`src/rtl/ssm_pkg.sv`:
```
package ssm_pkg;
  typedef logic [3:0] ql_t;

  localparam ql_t QL_PRC  = 4'h2;
  localparam ql_t QL_SSUA = 4'h4;
  localparam ql_t QL_SSUB = 4'h8;
  localparam ql_t QL_SEC  = 4'hB;
  localparam ql_t QL_DNU  = 4'hF;

  function automatic logic ql_legal(ql_t q);
    return (q == QL_PRC) || (q == QL_SSUA) || (q == QL_SSUB) ||
           (q == QL_SEC) || (q == QL_DNU);
  endfunction

  function automatic ql_t ql_norm(ql_t q);
    return ql_legal(q) ? q : QL_DNU;
  endfunction
endpackage

```
`src/rtl/ssm_frame_parser.sv`:
```
module ssm_frame_parser
  import ssm_pkg::*;
#(
  parameter logic [7:0] SUBTYPE   = 8'h0A,
  parameter int         EVT_BIT   = 3
) (
  input  logic       clk_i,
  input  logic       rst_ni,
  input  logic       en_i,
  input  logic [7:0] data_i,
  input  logic       valid_i,
  input  logic       sof_i,
  input  logic       eof_i,
  input  logic       good_i,
  output logic       accept_o,
  output ql_t        ql_o,
  output logic       evt_o
);
  localparam int TYPE_OFF = 12;
  localparam int SUB_OFF  = 14;
  localparam int EVT_OFF  = 15;
  localparam int QL_OFF   = 16;
  localparam int CNT_W    = $clog2(QL_OFF + 2);
  localparam logic [CNT_W-1:0] CNT_MAX = '1;

  logic [CNT_W-1:0] cnt_q, off;
  logic in_frame_q, act;
  logic thi_q, tlo_q, sub_q, seen_q, evt_q;
  logic thi_n, tlo_n, sub_n, seen_n, evt_n;
  ql_t  ql_q, ql_n;

  assign act = en_i && valid_i && (sof_i || in_frame_q);
  assign off = sof_i ? '0 : cnt_q;

  always_comb begin
    thi_n  = sof_i ? 1'b0 : thi_q;
    tlo_n  = sof_i ? 1'b0 : tlo_q;
    sub_n  = sof_i ? 1'b0 : sub_q;
    seen_n = sof_i ? 1'b0 : seen_q;
    evt_n  = sof_i ? 1'b0 : evt_q;
    ql_n   = ql_q;
    if (off == CNT_W'(TYPE_OFF))     thi_n = (data_i == 8'h88);
    if (off == CNT_W'(TYPE_OFF + 1)) tlo_n = (data_i == 8'h09);
    if (off == CNT_W'(SUB_OFF))      sub_n = (data_i == SUBTYPE);
    if (off == CNT_W'(EVT_OFF))      evt_n = data_i[EVT_BIT];
    if (off == CNT_W'(QL_OFF)) begin
      seen_n = 1'b1;
      ql_n   = data_i[3:0];
    end
  end

  assign accept_o = act && eof_i && good_i && thi_n && tlo_n && sub_n && seen_n;
  assign ql_o     = ql_n;
  assign evt_o    = evt_n;

  always_ff @(posedge clk_i or negedge rst_ni) begin
    if (!rst_ni) begin
      cnt_q <= '0; in_frame_q <= 1'b0;
      thi_q <= 1'b0; tlo_q <= 1'b0; sub_q <= 1'b0; seen_q <= 1'b0; evt_q <= 1'b0;
      ql_q  <= QL_DNU;
    end else if (!en_i) begin
      in_frame_q <= 1'b0;
    end else if (act) begin
      in_frame_q <= !eof_i;
      cnt_q <= (off == CNT_MAX) ? CNT_MAX : off + 1'b1;
      thi_q <= thi_n; tlo_q <= tlo_n; sub_q <= sub_n; seen_q <= seen_n; evt_q <= evt_n;
      ql_q  <= ql_n;
    end
  end


  accept_good_chk: assert property (@(posedge clk_i) disable iff (!rst_ni)
    accept_o |-> (eof_i && good_i && en_i));
endmodule

```
`src/rtl/ssm_loss_timer.sv`:
```
module ssm_loss_timer #(
  parameter int TO_W = 8
) (
  input  logic            clk_i,
  input  logic            rst_ni,
  input  logic            clear_i,
  input  logic            restart_i,
  input  logic            tick_i,
  input  logic [TO_W-1:0] limit_i,
  output logic            expire_o
);
  logic [TO_W-1:0] cnt_q;
  logic            armed_q;
  logic [TO_W:0]   cnt_inc;

  assign cnt_inc  = {1'b0, cnt_q} + 1'b1;
  assign expire_o = armed_q && tick_i && !restart_i && !clear_i &&
                    (cnt_inc >= {1'b0, limit_i});

  always_ff @(posedge clk_i or negedge rst_ni) begin
    if (!rst_ni) begin
      cnt_q <= '0; armed_q <= 1'b0;
    end else if (clear_i) begin
      cnt_q <= '0; armed_q <= 1'b0;
    end else if (restart_i) begin
      cnt_q <= '0; armed_q <= 1'b1;
    end else if (expire_o) begin
      armed_q <= 1'b0;
    end else if (armed_q && tick_i) begin
      cnt_q <= cnt_inc[TO_W-1:0];
    end
  end


  expire_armed_chk: assert property (@(posedge clk_i) disable iff (!rst_ni)
    expire_o |=> !armed_q);
endmodule

```
`src/rtl/ssm_rx.sv`:
```
module ssm_rx
  import ssm_pkg::*;
#(
  parameter int         TO_W    = 8,
  parameter logic [7:0] SUBTYPE = 8'h0A
) (
  input  logic            clk_i,
  input  logic            rst_ni,
  input  logic            port_en_i,
  input  logic [7:0]      rx_data_i,
  input  logic            rx_valid_i,
  input  logic            rx_sof_i,
  input  logic            rx_eof_i,
  input  logic            rx_good_i,
  input  logic            sec_tick_i,
  input  logic [TO_W-1:0] timeout_i,
  output logic [3:0]      ql_o,
  output logic            ql_valid_o,
  output logic            ql_changed_o,
  output logic            event_o
);
  logic accept, evt, expire;
  ql_t  rx_ql, ql_q, ql_n;
  logic val_q, val_n, chg_q, evt_q;

  ssm_frame_parser #(.SUBTYPE(SUBTYPE), .EVT_BIT(3)) u_parser (
    .clk_i, .rst_ni, .en_i(port_en_i),
    .data_i(rx_data_i), .valid_i(rx_valid_i), .sof_i(rx_sof_i),
    .eof_i(rx_eof_i), .good_i(rx_good_i),
    .accept_o(accept), .ql_o(rx_ql), .evt_o(evt)
  );

  ssm_loss_timer #(.TO_W(TO_W)) u_timer (
    .clk_i, .rst_ni, .clear_i(!port_en_i), .restart_i(accept),
    .tick_i(sec_tick_i), .limit_i(timeout_i), .expire_o(expire)
  );

  always_comb begin
    ql_n  = ql_q;
    val_n = val_q;
    if (!port_en_i) begin
      ql_n = QL_DNU; val_n = 1'b0;
    end else if (accept) begin
      ql_n = ql_norm(rx_ql); val_n = 1'b1;
    end else if (expire) begin
      ql_n = QL_DNU; val_n = 1'b0;
    end
  end

  always_ff @(posedge clk_i or negedge rst_ni) begin
    if (!rst_ni) begin
      ql_q <= QL_DNU; val_q <= 1'b0; chg_q <= 1'b0; evt_q <= 1'b0;
    end else begin
      ql_q  <= ql_n;
      val_q <= val_n;
      chg_q <= (ql_n != ql_q);
      evt_q <= accept && evt;
    end
  end

  assign ql_o         = ql_q;
  assign ql_valid_o   = val_q;
  assign ql_changed_o = chg_q;
  assign event_o      = evt_q;


  ql_legal_chk: assert property (@(posedge clk_i) disable iff (!rst_ni)
    ql_legal(ql_o));

  chg_new_value_chk: assert property (@(posedge clk_i) disable iff (!rst_ni)
    ql_changed_o |-> (ql_o != $past(ql_o)));

  event_valid_chk: assert property (@(posedge clk_i) disable iff (!rst_ni)
    event_o |-> ql_valid_o);

  disabled_dnu_chk: assert property (@(posedge clk_i) disable iff (!rst_ni)
    !port_en_i |=> (ql_o == QL_DNU && !ql_valid_o));
endmodule

```
`config.mk`:
```
export PLATFORM = sky130hd
export DESIGN_NAME = ssm_rx
export DESIGN_NICKNAME = d
export VERILOG_FILES = /design/src/rtl/ssm_pkg.sv /design/src/rtl/ssm_frame_parser.sv /design/src/rtl/ssm_loss_timer.sv /design/src/rtl/ssm_rx.sv
export SDC_FILE = /design/constraint.sdc
export NUM_CORES = 1
export LEC_CHECK = 0
export ABC_AREA = 1
export BUFFER_PORTS_ARGS = -buffer_cell sky130_fd_sc_hd__buf_2
export CELL_PAD_IN_SITES_DETAIL_PLACEMENT = 1
export CELL_PAD_IN_SITES_GLOBAL_PLACEMENT = 1
export CORE_MARGIN = 1.5
export CORE_UTILIZATION = 45
export CTS_CLUSTER_DIAMETER = 50
export DETAILED_ROUTE_END_ITERATION = 16
export PLACE_DENSITY_LB_ADDON = 0.25
export SYNTH_ARGS = -nofsm -noshare
export SYNTH_HDL_FRONTEND = slang
export SYNTH_HIERARCHICAL = 1
export SYNTH_SLANG_ARGS = --single-unit
```
`constraint.sdc`:
```
create_clock -name clk_i -period 4.5 [get_ports clk_i]
set_input_delay 0.9 -clock clk_i [delete_from_list [all_inputs] [get_ports clk_i]]
set_output_delay 0.9 -clock clk_i [all_outputs]
set_load 0.01 [all_outputs]
```
==> impl_metrics.json <==
{
  "rrSetupSlack_ns": 1.47,
  "finalWirelength_um": 5492,
  "cts.repair.resized": 0,
  "place.gp.congestion": 0.8197,
  "final_cell_mix": "nand2_1, inv_1, nor2_1, nand3_1, buf_2",
  "maxCapViolCount": 0,
  "die_w_um": 73.23,
  "crit_path_end_kind": "register",
  "row_count": 25,
  "cts_setup_buffers": 0,
  "ys_warn_count": 6,
  "syn_nets": 336,
  "synth.distinct_cells": 35,
  "gr-usage-all-layers_pct": 23.37,
  "start_util_pct": 46.99,
  "die_h_um": 73.23,
  "syn_area_per_cell_um2": 7.374,
  "setup.worst_path.end": "ql_changed_o$_DFF_PN0_",
  "antenna_found_initial": 0,
  "p_leak_nw": 1.413,
  "rr_endpoint": "ql_changed_o$_DFF_PN0_",
  "cp_max_fo": 9,
  "num_vias": 2007,
  "skew_ns": 0.005505,
  "grt_first_pass_wirelength_um": 9542,
  "max-slew-margin-rel_pct": 52.06,
  "p_per_area_nw_per_um2": 341.4,
  "p_total_mw": 0.8762,
  "nFillCells": 632,
  "final_hold_viol_count": 0,
  "cpMostUsedCell": "nand2_1",
  "finalSetupTns_ns": 0,
  "seq_area_frac_synth_pct": 35.40,
  "synth_area_um2": 2220,
  "synth_seq_cells": 31,
  "r2r_cells": 18,
  "antenna_cells": 0,
  "critPathKind": "in -> reg",
  "clk_pin_slew_ns": 0.07,
  "post-route-min-period_ns": 3.333,
  "finalSetupViolCount": 0,
  "cp-startpoint": "rx_sof_i",
  "numCtsBuffers": 5,
  "power.switching_mw": 0.3001,
  "cp_data_required_time_ns": 4.68,
  "layout_setup_ws_ns": 1.167,
  "overflow": 0,
  "cp.depth": 18,
  "arrival_ns": 3.51,
  "path_cells": "buf_2, nor2_1, ha_1, nand2_1, nor2_1, nand2_1, nand2_1, nand3_1, nor2_1, nor3_4, nand2_1, inv_1, nor3_4, inv_1, nand3_1, nand2_1, nor2_1, nand2_1",
  "vdd_drop_max_uv": 188.4,
  "slowest_stage": "nor2_1",
  "final_common_cell": "nand2_1",
  "area_growth_pct": 15.61,
  "critPathMaxStageDelay_ns": 0.55,
  "post-route-util_pct": 54.33,
  "clock-root-buffer": "clkbuf_8",
  "clock_path_buffers": 2,
  "p_comb_share_pct": 27.4,
  "cts.sinks": 31,
  "finalCritPeriodShare_pct": 74.07,
  "hpwl_um": 4411,
  "rr_startpoint": "u_parser/cnt_q[1]$_DFFE_PN0P_",
  "finalMaxSlewViolations": 0,
  "clockPowerShare_pct": 32.8,
  "post-place-ws_ns": 0.8314,
  "wl_per_cell_um": 13.56,
  "status": "finished clean",
  "clock.fmax_mhz": 300.0,
  "hold_path_class": "reg -> reg",
  "drt-initial-drc-count": 46,
  "swShare_pct": 34.25,
  "crit_buf_inv": 3,
  "p_int_mw": 0.5760,
  "rsz0062_at_grt": "false",
  "coreArea_um2": 4723,
  "htreeDepth": 2,
  "synthCells": 301,
  "io_buffers": 30,
  "drive_gt1_share_pct": 23.37,
  "via_per_inst": 4.956,
  "drc_errors": 0,
  "cts_tree": "done",
  "antenna_left": 0,
  "grt_pass1_vias": 2115,
  "firstDrtPassIters": 4,
  "grt_max_degree": 32,
  "start_kind": "primary input",
  "num_io_pins": 31,
  "clk_latency_ns": 0.28,
  "p_seq_share_pct": 39.8,
  "cts_hold_buf": 0,
  "die_area_um2": 5363,
  "cp_top_family": "simple AND/OR/NAND/NOR gates",
  "tightest_slew_ns": 0.7165,
  "final_nets": 372
}
## sequential cells by signal, summed over array words and instances (netlist names)
signal               cells
event_o                  1
u_parser/evt_q           1
u_parser/cnt_q           5
ql_valid_o               1
u_parser/in_frame_q      1
u_parser/thi_q           1
u_timer/armed_q          1
u_parser/seen_q          1
u_parser/sub_q           1
u_parser/ql_q            4
u_timer/cnt_q            8
ql_changed_o             1
u_parser/tlo_q           1
ql_o                     4
## Yosys cell counts (all sizes together)
| cell type | number | share of area (%) |
|---|---|---|
| nand2 | 91 | 18 |
| o21bai | 1 | 0.34 |
| a22oi | 3 | 1.0 |
| nor2 | 38 | 7.6 |
| nand3 | 37 | 9.8 |
| nand2b | 1 | 0.28 |
| xor2 | 5 | 2.0 |
| inv | 46 | 7.9 |
| and2 | 1 | 0.28 |
| nand3b | 1 | 0.34 |
| dfstp | 8 | 9.5 |
| buf | 2 | 0.56 |
| dfrtp | 23 | 26 |
| o21ai | 10 | 3.3 |
| ha | 11 | 6.2 |
| nor3 | 2 | 1.5 |
| clkinv | 1 | 0.23 |
| a21oi | 10 | 2.6 |
| nand4 | 5 | 1.7 |
| a31oi | 4 | 1.1 |
| xnor2 | 1 | 0.39 |
## tightest hold or removal path, cell delays in order, from the launching register on
cell     delay [ns]
dfstp_2        0.37
nand2_1        0.06
nand2_1        0.05
## stage by stage
| stage | hold WS [ns] | instance area (um^2) | std cells |
|---|---|---|---|
| 5_1_grt | 0.4891 | 2566 | 405 |
| 6_report | 0.4738 | 2566 | 405 |
| 4_1_cts | 0.4765 | 2566 | 405 |
| 3_5_place_dp | 0.4644 | 2449 | 397 |
| 2_1_floorplan | 0.4481 | 2220 | 301 |
| 3_3_place_gp | 0.4570 | 2449 | 397 |
## worst min-delay path by stage
stage	endpoint	cells after the start	slack, ns	startpoint
final	u_parser/ql_q[3]$_DFFE_PN1P_	2	0.47	u_parser/ql_q[3]$_DFFE_PN1P_
after global routing	u_parser/ql_q[3]$_DFFE_PN1P_	2	0.49	u_parser/ql_q[3]$_DFFE_PN1P_
after CTS	u_parser/ql_q[3]$_DFFE_PN1P_	2	0.48	u_parser/ql_q[3]$_DFFE_PN1P_
after detailed placement	u_parser/ql_q[3]$_DFFE_PN1P_	2	0.46	u_parser/ql_q[3]$_DFFE_PN1P_
after global placement	u_parser/ql_q[0]$_DFFE_PN1P_	2	0.46	u_parser/ql_q[0]$_DFFE_PN1P_
after floorplan	u_parser/ql_q[0]$_DFFE_PN1P_	2	0.45	u_parser/ql_q[0]$_DFFE_PN1P_
## cells by family after synthesis
logic type | after synthesis | synth area share (%)
AO/OA/AOI/OAI | 28 | 8.343
XOR/XNOR | 6 | 2.368
AND/OR/NAND/NOR | 176 | 39.01
adder cells (fa/ha/maj) | 11 | 6.201
flip-flops | 31 | 35.40
buffers and inverters | 49 | 8.681
## power groups by stage
stage,registers [mW],logic [mW],clock network (mW)
detailed placement,0.353,0.243,0
finish,0.349,0.240,0.287
floorplan,0.347,0.179,0
CTS,0.349,0.244,0.294
global placement,0.353,0.230,0
global route,0.353,0.277,0.305
## metal layers
| layer | wire length (um) | global-route usage, % |
|---|---|---|
| met2 | 2864 | 42.12 |
| met3 | 128 | 3.729 |
| met4 | 67 | 7.547 |
| met1 | 2433 | 28.17 |
| met5 | 0 | 0 |
## layout make-up
| type | instances | area, um^2 | area share [%] |
|---|---|---|---|
| Clock buffer | 6 | 82.58 | 3.218 |
| Clock inverter | 2 | 35.03 | 1.365 |
| Inverter | 47 | 180.2 | 7.021 |
| Multi-Input combinational cell | 221 | 1241 | 48.37 |
| Sequential cell | 31 | 785.8 | 30.62 |
| Tap cell | 67 | 83.83 | 3.267 |
| Timing Repair Buffer | 31 | 157.7 | 6.143 |
Power figures use the tool's default switching activity.
